$ cat src/rtl/whsw_pkg.sv
package whsw_pkg;
    localparam int KIND_W = 2;

    typedef enum logic [KIND_W-1:0] {
        FT_BODY = 2'b00,
        FT_HEAD = 2'b01,
        FT_TAIL = 2'b10,
        FT_SOLO = 2'b11
    } flit_kind_e;

    typedef enum logic {
        ST_IDLE = 1'b0,
        ST_WORM = 1'b1
    } path_state_e;
endpackage

$ cat src/rtl/whsw_head_strip.sv
module whsw_head_strip #(
    parameter int DATA_W = 16,
    parameter int SEL_W  = 2
) (
    input  logic [DATA_W-1:0] payload_i,
    output logic [SEL_W-1:0]  sel_o,
    output logic [DATA_W-1:0] stripped_o
);
    // The leading selector sits at the top of the payload.
    assign sel_o      = payload_i[DATA_W-1 -: SEL_W];
    // Drop the used selector and move the rest of the route up.
    assign stripped_o = {payload_i[DATA_W-SEL_W-1:0], {SEL_W{1'b0}}};
endmodule

$ cat src/rtl/whsw_path_fsm.sv
module whsw_path_fsm
    import whsw_pkg::*;
#(
    parameter int SEL_W = 2
) (
    input  logic             clk,
    input  logic             rst_n,
    input  logic             in_valid_i,
    input  logic             in_ready_i,
    input  flit_kind_e       kind_i,
    input  logic [SEL_W-1:0] head_sel_i,
    output logic             route_en_o,
    output logic [SEL_W-1:0] route_sel_o,
    output logic             strip_o,
    output logic             worm_o
);
    path_state_e      state_q, state_d;
    logic [SEL_W-1:0] lock_q, lock_d;
    logic             fire;

    assign fire = in_valid_i && in_ready_i;

    // State register
    always_ff @(posedge clk or negedge rst_n) begin
        if (!rst_n) begin
            state_q <= ST_IDLE;
            lock_q  <= '0;
        end else begin
            state_q <= state_d;
            lock_q  <= lock_d;
        end
    end

    // Transitions: open, close, single, hold
    always_comb begin
        state_d = state_q;
        lock_d  = lock_q;
        unique case (state_q)
            ST_IDLE: begin
                if (fire && kind_i == FT_HEAD) begin
                    state_d = ST_WORM;
                    lock_d  = head_sel_i;
                end
            end
            ST_WORM: begin
                if (fire && kind_i == FT_TAIL) begin
                    state_d = ST_IDLE;
                end
            end
            default: state_d = ST_IDLE;
        endcase
    end

    // Outputs
    always_comb begin
        route_en_o  = 1'b0;
        route_sel_o = head_sel_i;
        strip_o     = 1'b0;
        worm_o      = 1'b0;
        unique case (state_q)
            ST_IDLE: begin
                route_en_o  = (kind_i == FT_HEAD) || (kind_i == FT_SOLO);
                route_sel_o = head_sel_i;
                strip_o     = 1'b1;
            end
            ST_WORM: begin
                route_en_o  = 1'b1;
                route_sel_o = lock_q;
                worm_o      = 1'b1;
            end
            default: ;
        endcase
    end


    lock_hold_chk: assert property (@(posedge clk) disable iff (!rst_n)
        (state_q == ST_WORM && !(fire && kind_i == FT_TAIL))
        |=> (state_q == ST_WORM && lock_q == $past(lock_q)));


    solo_nolock_chk: assert property (@(posedge clk) disable iff (!rst_n)
        (state_q == ST_IDLE && fire && kind_i == FT_SOLO) |=> (state_q == ST_IDLE));
endmodule

$ cat src/rtl/whsw_out_demux.sv
module whsw_out_demux #(
    parameter int PORTS  = 4,
    parameter int FLIT_W = 18,
    parameter int SEL_W  = 2
) (
    input  logic                    clk,
    input  logic                    rst_n,
    input  logic                    valid_i,
    input  logic                    en_i,
    input  logic [SEL_W-1:0]        sel_i,
    input  logic [FLIT_W-1:0]       flit_i,
    input  logic [PORTS-1:0]        out_ready_i,
    output logic [PORTS-1:0]        out_valid_o,
    output logic [PORTS*FLIT_W-1:0] out_flit_o,
    output logic                    sel_ready_o
);
    for (genvar g = 0; g < PORTS; g++) begin : g_lane
        assign out_valid_o[g] = valid_i && en_i && (sel_i == SEL_W'(g));
        assign out_flit_o[g*FLIT_W +: FLIT_W] = flit_i;
    end

    assign sel_ready_o = out_ready_i[sel_i];


    one_target_chk: assert property (@(posedge clk) disable iff (!rst_n)
        $onehot0(out_valid_o));
endmodule

$ cat src/rtl/wormhole_switch_port.sv
module wormhole_switch_port
    import whsw_pkg::*;
#(
    parameter int  PORTS  = 4,
    parameter int  DATA_W = 16,
    localparam int SEL_W  = $clog2(PORTS),
    localparam int FLIT_W = DATA_W + KIND_W
) (
    input  logic                    clk,
    input  logic                    rst_n,
    input  logic                    in_valid,
    input  logic [FLIT_W-1:0]       in_flit,
    output logic                    in_ready,
    output logic [PORTS-1:0]        out_valid,
    output logic [PORTS*FLIT_W-1:0] out_flit,
    input  logic [PORTS-1:0]        out_ready
);
    flit_kind_e        kind;
    logic [DATA_W-1:0] payload;
    logic [DATA_W-1:0] stripped;
    logic [SEL_W-1:0]  head_sel;
    logic [SEL_W-1:0]  route_sel;
    logic              route_en;
    logic              strip;
    logic              worm;
    logic              sel_ready;
    logic [FLIT_W-1:0] fwd_flit;

    assign kind    = flit_kind_e'(in_flit[FLIT_W-1 -: KIND_W]);
    assign payload = in_flit[DATA_W-1:0];

    whsw_head_strip #(.DATA_W(DATA_W), .SEL_W(SEL_W)) u_strip (
        .payload_i  (payload),
        .sel_o      (head_sel),
        .stripped_o (stripped)
    );

    whsw_path_fsm #(.SEL_W(SEL_W)) u_fsm (
        .clk         (clk),
        .rst_n       (rst_n),
        .in_valid_i  (in_valid),
        .in_ready_i  (in_ready),
        .kind_i      (kind),
        .head_sel_i  (head_sel),
        .route_en_o  (route_en),
        .route_sel_o (route_sel),
        .strip_o     (strip),
        .worm_o      (worm)
    );

    assign fwd_flit = strip ? {kind, stripped} : in_flit;

    whsw_out_demux #(.PORTS(PORTS), .FLIT_W(FLIT_W), .SEL_W(SEL_W)) u_demux (
        .clk         (clk),
        .rst_n       (rst_n),
        .valid_i     (in_valid),
        .en_i        (route_en),
        .sel_i       (route_sel),
        .flit_i      (fwd_flit),
        .out_ready_i (out_ready),
        .out_valid_o (out_valid),
        .out_flit_o  (out_flit),
        .sel_ready_o (sel_ready)
    );

    // Flits with no target in ST_IDLE are discarded.
    assign in_ready = route_en ? sel_ready : 1'b1;


    no_phantom_chk: assert property (@(posedge clk) disable iff (!rst_n)
        (|out_valid) |-> in_valid);


    ready_match_chk: assert property (@(posedge clk) disable iff (!rst_n)
        (|(out_valid & out_ready)) |-> in_ready);


    stall_hold_chk: assert property (@(posedge clk) disable iff (!rst_n)
        (|(out_valid & ~out_ready)) |=> ($stable(out_valid) && $stable(out_flit)));


    strip_zero_chk: assert property (@(posedge clk) disable iff (!rst_n)
        ((|out_valid) && !worm) |-> (out_flit[SEL_W-1:0] == '0));
endmodule

$ cat config.mk
export PLATFORM = sky130hd
export DESIGN_NAME = wormhole_switch_port
export DESIGN_NICKNAME = d
export VERILOG_FILES = /design/src/rtl/whsw_pkg.sv /design/src/rtl/whsw_head_strip.sv /design/src/rtl/whsw_path_fsm.sv /design/src/rtl/whsw_out_demux.sv /design/src/rtl/wormhole_switch_port.sv
export SDC_FILE = /design/constraint.sdc
export NUM_CORES = 1
export LEC_CHECK = 0
export BUFFER_PORTS_ARGS = -buffer_cell sky130_fd_sc_hd__buf_2
export CELL_PAD_IN_SITES_DETAIL_PLACEMENT = 0
export CELL_PAD_IN_SITES_GLOBAL_PLACEMENT = 1
export CORE_ASPECT_RATIO = 0.8
export CORE_MARGIN = 3
export CORE_UTILIZATION = 24
export CTS_BUF_LIST = sky130_fd_sc_hd__clkbuf_2 sky130_fd_sc_hd__clkbuf_4 sky130_fd_sc_hd__clkbuf_8
export DETAILED_ROUTE_END_ITERATION = 7
export GPL_TIMING_DRIVEN = 0
export HOLD_SLACK_MARGIN = 0.03
export PLACE_DENSITY_LB_ADDON = 0.2
export SKIP_LAST_GASP = 1
export SLEW_MARGIN = 20
export SYNTH_ARGS = -nofsm -noshare
export SYNTH_HDL_FRONTEND = slang
export SYNTH_SLANG_ARGS = --single-unit
export TNS_END_PERCENT = 30
$ cat constraint.sdc
create_clock -name clk -period 3.2 [get_ports clk]
set_input_delay 0.16 -clock clk [delete_from_list [all_inputs] [get_ports clk]]
set_output_delay 0.16 -clock clk [all_outputs]
set_load 0.1 [all_outputs]
# Word level (Yosys, flattened, before mapping)
# Cells that the tools add are included.
# classes
magnitude_cmp	1
eq_ne	6
mux	9
bitwise_logic	1
reduce_logical	11
# ops
operator	n
16-bit two-way mux	1
2-bit equality test, second input constant	4
1-bit logical AND	8
2-bit by 1-bit equality test with 1-bit output, second input constant	2
1-bit two-way mux	4
1-bit case mux with 2 select lines	2
2-bit case mux with 2 select lines	1
2-bit by 3-bit < comparator with 1-bit output, second input constant	1
1-bit binary-select mux with 2-bit select	1
2-bit logical NOT	1
2-bit AND reduction	1
1-bit logical OR	1
1-bit inverter	1
# totals
reg_bits	3
input_bits	25
output_inout_bits	77
wordCells	30

# Logic depth before layout (Yosys ltp)
# Gate-level depths: netlist of run 1.
# depth
depth_word	9
depth_mapped	6
mapped_depth_nobuf	5

# By module
# Synthesis of run 1 repeated with hierarchy kept, for this count alone.
# unflattened
hier_cells	129
area_unflattened_um2	1173.6
# modules_own_cells
module	instances	cells_per_inst	area_per_inst_um2	seq_area_each_um2
whsw_out_demux	1	77	608.1	0.0
wormhole_switch_port	1	19	255.2	0.0
whsw_path_fsm	1	14	171.4	75.1
whsw_head_strip	1	19	138.9	0.0

# Worst setup path before layout of run 1
# Ideal clock, no wire load.
# synth_path
path_type	flip-flop to output port
startpoint	reg u_fsm.state_q
endpoint	out out_valid[2]
arrival_time_ns	2.230
t_required_ns	3.040
setup_slack_ns	0.810
path_stages_with_launch	5
n_path_buf	2
path_cell_list	dfrtp_1 > buf_2 > buf_1 > a22oi_1 > nor2_1
# synth_between
elab_chain_len	4
word_cells_on_any_way	6
classes_between	1 x eq/ne; 2 x mux; 1 x bitwise; 2 x reduce/logical
# synth_lines
item	line_no	text
start, declared	whsw_path_fsm.sv:17	path_state_e state_q, state_d;
start signal, assigned	whsw_path_fsm.sv:29	state_q <= state_d;
1-bit inverter	whsw_path_fsm.sv:60	unique case (state_q)
2-bit case mux with 2 select lines or 1-bit case mux with 2 select lines (tied branches)	whsw_path_fsm.sv:60	
2-bit equality test or 1-bit logical AND (tied branches)	whsw_out_demux.sv:18	assign out_valid_o[g] = valid_i && en_i && (sel_i == SEL_W'(g));
1-bit logical AND (*)	whsw_out_demux.sv:18	
end, declared	wormhole_switch_port.sv:14	output logic [PORTS-1:0] out_valid,
# Mark *: on every way between the ends. The rest lies on a longest branch, timed or not.

# Final worst setup path of run 1
# layout_path
startpoint	reg u_fsm.state_q
endpoint	out out_flit[28]
# layout_between
elab_chain_len	1
# layout_lines
item	line_no	text
16-bit two-way mux	wormhole_switch_port.sv:51	assign fwd_flit = strip ? {kind, stripped} : in_flit;
end, declared	wormhole_switch_port.sv:15	output logic [PORTS*FLIT_W-1:0] out_flit,
# No other way between the ends.

==> results of run 1 <==
[area by class of cell]
class                      instances  area, sq um
fill                             376         2013
timing repair buffer             102        515.5
buffer                            59        434.2
multi-input combinational         51        395.4
sequential                         3        75.07
tap                               42        52.55
clock buffer                       4        48.80
inverter                           2        7.507
[worst min path at each step]
stage | from | endpoint | slack, ns | cells past startpoint
final | rst_n | u_fsm.lock_q[1] | 0.27 | 2
after floorplan | rst_n | u_fsm.lock_q[0] | -0.14 | 0
after global routing | rst_n | u_fsm.lock_q[1] | 0.30 | 2
after detailed placement | rst_n | u_fsm.lock_q[0] | -0.04 | 1
after global placement | rst_n | u_fsm.lock_q[0] | -0.04 | 1
after CTS | rst_n | u_fsm.lock_q[1] | 0.26 | 2
[layout by cell type (no fill, tap or decap)]
cell type and count:
buf_2 103, buf_4 56, mux2_2 14, nand2_1 5, nor2_1 5, nor2b_1 3
clkbuf_8 3, dfrtp_1 3, and2_1 2, nand2b_1 2, o21ai_1 2, a21oi_1 2
a21oi_2 2, mux2i_1 2, inv_1 2, o21ai_0 2, buf_1 1, nand3b_1 1
nand3_1 1, nand4_1 1, and3_1 1, nor3b_1 1, o311a_4 1, a22oi_1 1
a311o_1 1, mux2_1 1, o22ai_1 1, clkbuf_4 1, dlygate4sd3_1 1
[flip-flops by register name (all words and copies together), names as in the netlist]
name           count
u_fsm.lock_q       2
u_fsm.state_q      1
[per-layer routing]
layer  routed length, um  vias up
met5                   0        -
met1                1149      454
met3                 206        0
met4                   0        0
met2                1468       42
li1                    -      538
[timing repair]
item / 4_1_cts / 5_1_grt
hold buffers: 1 / 0
setup buffers: 0 / 0
hold endpoints to repair: 3 / 0
[per-stage QoR]
step | hold WS, ns | cell area, sq um
6_report | 0.2749 | 1529
5_1_grt | 0.2980 | 1529
4_1_cts | 0.2617 | 1529
3_5_place_dp | -0.04219 | 1470
3_3_place_gp | -0.04322 | 1470
2_1_floorplan | -0.1356 | 912.1
[kinds of logic after synthesis]
| group | Yosys count |
|---|---|
| mux | 17 |
| buf+inv | 61 |
| simple gates | 22 |
| compound gates | 12 |
| flops | 3 |
==> summary.md, run 1 <==
| Metric | Value |
|---|---|
| Capture point of the worst path | `out_flit[28]` |
| Post-Synth XOR/XNOR Area | `0` |
| Synth Instances | `115` |
| Die H | `between 60 and 70 um` |
| Final nets | `around 250` |
| Worst r2r path cells | `4` |
| Port Buffers | `101` |
| Largest net degree at the start of global routing | `11` |
| Top Usage Layer GRT | `met2` |
| Simple-Gate Fraction of Synth Area | `0.1248` |
| Core area | `about 0.0035 sq mm` |
| P&R area growth vs syn | `67.63%` |
| Number of max-cap violations | `0` |
| CP Launch Point | `u_fsm.state_q` |
| Post-synth EDFFs | `0` |
| Mapped cell area | `912.1 sq um` |
| Adder-Cell Fraction of Synth Area | `0` |
| Clk_skew | `0.001489 ns` |
| Die footprint | `0.004581 sq mm` |
| Pre-antenna DRT Iters | `3` |
| Minimum clock period | `roughly 2.2 ns` |
| CP cell instances | `buf_2 > buf_1 > mux2_2 > buf_4 > buf_2` |
| Largest family of logic cells by synthesized area | `buffers and inverters` |
| Count of pins over their slew limit | `0` |
| Via-to-Cell Ratio | `3.932` |
| Root Buffer | `clkbuf_8` |
| Worst R2R Start | `u_fsm.state_q` |
| IO Count | `slightly above 100` |
| Worst Path Buf+Inv | `4` |
| Final Hold Fails | `0` |
| Share of layout cells above drive strength 1 | `0.8145` |
| Synth Flop Type | `dfrtp_1` |
| DP Wirelength | `around 2.4 mm` |
| Maximum fanout along the worst path | `10` |
| Commonest cells post-synth | `56 x buf_4, 14 x mux2_2, 5 x nand2_1, 5 x nor2_1` |
| Clk sink count | `3` |
| CP Data Arrival Time | `2.01 ns` |
| Net Count, Synth | `140` |
| Met3 GRT Util | `0.008157` |
| F_max | `0.4611 GHz` |
| Detailed Route WL | `~2.8 mm` |
| Fin cells | `~260` |
| 1st-iter DRT viols | `24` |
| CP peak stage delay | `~0.44 ns` |
| Routability cong. | `0.6986` |
| Initial antenna violation count | `0` |
| GRT Overall Usage | `0.1061` |
| Final Setup Violations | `0` |
| Row count | `19` |
| CTS max path bufs | `2` |
| Clock-pin slew on the worst setup and hold paths | `approximately 0.03 ns` |
| Seq/Total Area, Yosys | `0.08230` |
| Post-synth top area cell | `buf_4` |
| Final worst-path cycle share | `0.6777` |
| Met2 Usage GRT | `0.1911` |
| Worst slew pin tran | `roughly 0.51 ns` |
| Top delay family on crit path | `buffers and inverters` |
| Cts bufs inserted | `3` |
| Post-synthesis compound-gate area fraction | `0.1015` |
| Die W | `around 75 um` |
| Slowest-stage cell, CP | `mux2_2` |
| Most Frequent Cell on Critical Path | `buf_2` |
| Post-route setup TNS | `0 ns` |
| TritonCTS clock tree | `done` |
| Grt ovf | `0` |
| Status | `completed` |
| Async SR Flop Fraction | `1.000` |
| Resized cells post-CTS | `0` |
| Crit path capture type | `output pin` |
| Worst R2R Setup Slack | `roughly 1.7 ns` |
| Pre-CTS WS | `about 1.2 ns` |
| H-Tree Depth | `1` |
| Final Core Density | `0.4317` |
| Via count | `between 1000 and 1500` |
| Vias in the first global route | `around 860` |
| DR WL/cell | `between 10 and 15 um` |
| Post-synth top area share | `0.4609` |
| Critical path class | `register to output pin` |
| Register bit total from synthesis | `3` |
| Synth cell types | `26` |
| Final Worst Setup Slack | `slightly above 1 ns` |
| Mux cell area share after synthesis | `0.2071` |
| Placed insts | `around 260` |
| Ant. Diodes | `0` |
| Hold WC Path Type | `input pin to asynchronous set/reset pin` |
| DRC viols | `0` |
| Type of origin of the critical path | `register` |
| Avg Cell Area, Syn | `~7.9 sq um` |
| Yosys warns | `0` |
| R2r endpoint | `u_fsm.lock_q[1]` |
| Initial core utilization | `0.2575` |
| First-pass GRT wire length | `about 3.8 mm` |
| RSZ-0062 raised after global routing | `false` |
| Most common cell in the netlist | `buf_4` |
| Crit path required time | `~3.0 ns` |
| Global routing usage on met1 | `0.1333` |
| Critical path depth | `5` |
| Synth top area cells | `buf_4 46%, mux2_2 17%, dfrtp_1 8.2%` |
| Relative slew margins | `0.6587` |
| Remaining antenna violation count after routing | `0` |
| Clock Latency Late Sink | `0.21 ns` |
Power of run 1 is not shown: default switching activity piles up to over one toggle a cycle in this logic, so the estimate is an artifact.
==> run 2, diff against run 1 <==
--- a/config.mk
+++ b/config.mk
@@ -10,7 +10,7 @@
 export CELL_PAD_IN_SITES_GLOBAL_PLACEMENT = 1
 export CORE_ASPECT_RATIO = 0.8
 export CORE_MARGIN = 3
-export CORE_UTILIZATION = 24
+export CORE_UTILIZATION = 22
 export CTS_BUF_LIST = sky130_fd_sc_hd__clkbuf_2 sky130_fd_sc_hd__clkbuf_4 sky130_fd_sc_hd__clkbuf_8
 export DETAILED_ROUTE_END_ITERATION = 7
 export GPL_TIMING_DRIVEN = 0
==> constraint.sdc (replaced) <==
create_clock -name clk -period 2 [get_ports clk]
set_input_delay 0.1 -clock clk [delete_from_list [all_inputs] [get_ports clk]]
set_output_delay 0.1 -clock clk [all_outputs]
set_load 0.1 [all_outputs]
==> run 2 against run 1 <==
Net effect:
- clock skew fell by 0.0012 ns
- non-clock buffer count did not move
- global-route usage rose by 0.68 points
- highest routed layer unchanged
- utilization fell by 3.4 points
- critical endpoint is now out_flit[44]
- sequential share of layout area fell by 0.079 points
- setup slack got worse by 0.89 ns
- critical path type unchanged
- via count fell by 4.1%
- critical path depth did not move
- final area rose by 1.6%
- cell count rose by 4.9%
- clock-buffer cell count did not move
- die area rose by 8.3%
==> summary.md, run 2 (synthesis results as in run 1) <==
| Metric | Value |
|---|---|
| Initial core utilization | `0.2337 (-0.02385)` |
| DRC viols | `0 (unchanged)` |
| DP Wirelength | `2.512 mm (+3.6%)` |
| Crit path capture type | `output pin` |
| Post-route setup TNS | `0 ns (unchanged)` |
| Initial antenna violation count | `0 (unchanged)` |
| First-pass GRT wire length | `4.588 mm (+20%)` |
| Final Core Density | `0.3981 (-0.03357)` |
| Final Setup Violations | `0 (unchanged)` |
| Fill count | `426 (+13%)` |
| Die footprint | `0.004959 sq mm (+8.3%)` |
| Met2 WL post-DR | `1.488 mm (+1.4%)` |
| Final worst-path cycle share | `0.9291` |
| Via-to-Cell Ratio | `3.594 (-8.6%)` |
| Status | `completed` |
| Maximum fanout along the worst path | `10 (unchanged)` |
| Pre-antenna DRT Iters | `4 (+1)` |
| F_max | `around 0.54 GHz` |
| Ant. Diodes | `0 (unchanged)` |
| Worst R2R Setup Slack | `0.45 ns (-1.21 ns)` |
| Grt ovf | `0 (unchanged)` |
| Detailed Route WL | `2.881 mm (+2.0%)` |
| DR WL/cell | `10.44 um (-2.8%)` |
| DR top layer | `met3` |
| Slowest-stage cell, CP | `mux2_2` |
| Hold WC Path Type | `input pin to asynchronous set/reset pin` |
| Row count | `20 (+1)` |
| Clk sink count | `3 (unchanged)` |
| Remaining antenna violation count after routing | `0 (unchanged)` |
| Most common cell after layout, fill and taps aside | `buf_2` |
| CP Data Arrival Time | `1.76 ns (-0.25 ns)` |
| Count of pins over their slew limit | `0 (unchanged)` |
| Port Buffers | `101 (unchanged)` |
| Most frequent cells in the layout | `102 x buf_2, 58 x buf_4, 14 x mux2_2` |
| GRT Overall Usage | `0.1129 (+0.006758)` |
| Via count | `992 (-4.1%)` |
| Clock-pin slew on the worst setup and hold paths | `0.03 ns (about the same)` |
| P&R area growth vs syn | `70.37%` |
| DRT met1 WL | `1.198 mm (+4.3%)` |
| CP peak stage delay | `0.39 ns (-0.05 ns)` |
| Top reg by flops | `u_fsm.lock_q` |
| Top delay family on crit path | `buffers and inverters` |
| Die H | `63.59 um (+4.0%)` |
| Largest regs | `u_fsm.lock_q (2), u_fsm.state_q (1)` |
| Largest net degree at the start of global routing | `11 (unchanged)` |
| Worst R2R Start | `u_fsm.state_q` |
| 1st-iter DRT viols | `12 (-50%)` |
| Worst slew pin tran | `0.5011 ns (-0.01095 ns)` |
| Minimum clock period | `1.858 ns` |
| Core area | `0.003904 sq mm (+10%)` |
| RSZ-0062 raised after global routing | `false` |
| Final Hold Fails | `0 (unchanged)` |
| Cts bufs inserted | `3 (unchanged)` |
| Final nets | `247 (unchanged)` |
| TritonCTS clock tree | `done` |
| IO Count | `102 (unchanged)` |
| Worst r2r path cells | `4 (unchanged)` |
| Clock Latency Late Sink | `0.21 ns (about the same)` |
| R2r endpoint | `u_fsm.lock_q[1]` |
| Worst Path Buf+Inv | `4 (unchanged)` |
| H-Tree Depth | `1 (unchanged)` |
| Share of layout cells above drive strength 1 | `0.8235 (+0.009050)` |
| Vias in the first global route | `906 (+5.2%)` |
| CTS max path bufs | `2 (unchanged)` |
| Number of max-cap violations | `0 (unchanged)` |
| Die W | `77.99 um (+4.1%)` |
| CP cell instances | `buf_2 > buf_4 > mux2_2 > buf_4 > buf_2` |
| WL met3 | `194 um (-5.8%)` |
| Clk_skew | `0.0003135 ns (-0.001175 ns)` |
| Crit path required time | `1.90 ns (-1.14 ns)` |
| Root Buffer | `clkbuf_8` |
| Type of origin of the critical path | `register` |
| Max reg flops | `2 (unchanged)` |
| Routability cong. | `0.6897 (-1.3%)` |
| Critical path class | `register to output pin` |
| Relative slew margins | `0.6683 (+0.009594)` |
==> run 2: cell count changes in the layout (fill, tap and decap cells not counted) <==
| cell | before | now |
|---|---|---|
| nor2_1 | 5 | 4 |
| buf_1 | 1 | 0 |
| buf_4 | 56 | 58 |
| buf_2 | 103 | 102 |
| nor2_2 | 0 | 1 |
==> run 2: layout make-up <==
type                       count  area (sq um)  share of cell area
timing repair buffer         102         515.5              0.3317
sequential                     3         75.07             0.04831
inverter                       2         7.507            0.004831
tap                           55         68.82             0.04428
multi-input combinational     51         397.9              0.2560
clock buffer                   4         48.80             0.03140
buffer                        59         440.4              0.2834
==> run 2: what timing repair did <==
item	CTS	global route
endpoints found under the hold margin	3	0
gates resized for setup	1	4
cloned	0	0
endpoints found under the setup margin	34	48
buffers inserted	0	0
hold buffers	1	0
==> run 2: worst max-delay path by stage <==
stage                  startpoint      endpoint  depth (start not counted)
floorplan           u_fsm.state_q  out_valid[2]                          4
CTS                 u_fsm.state_q  out_flit[33]                          5
global placement    u_fsm.state_q  out_flit[24]                          5
detailed placement  u_fsm.state_q  out_flit[28]                          5
global route        u_fsm.state_q  out_flit[61]                          5
finish              u_fsm.state_q  out_flit[44]                          5
==> run 2: metal layers <==
metal | global-route usage | vias to the layer above
met2 | 0.1976 | 39
met1 | 0.1465 | 413
li1 | - | 540
met3 | 0.01429 | 0
met5 | 0 | -
met4 | 0.02620 | 0
==> run 2: through the flow <==
step | hold WS (ns) | setup WS, ns | cell area (sq um) | std cells
floorplan | -0.1956 | -0.3296 | 914.6 | 115
global placement | -0.1036 | 0.06559 | 1489 | 271
detailed placement | -0.1028 | 0.04763 | 1489 | 271
CTS | 0.2086 | 0.03931 | 1549 | 276
global route | 0.2291 | 0.03290 | 1554 | 276
finish | 0.2163 | 0.1418 | 1554 | 276
Power of run 2 is left out for the same reason.
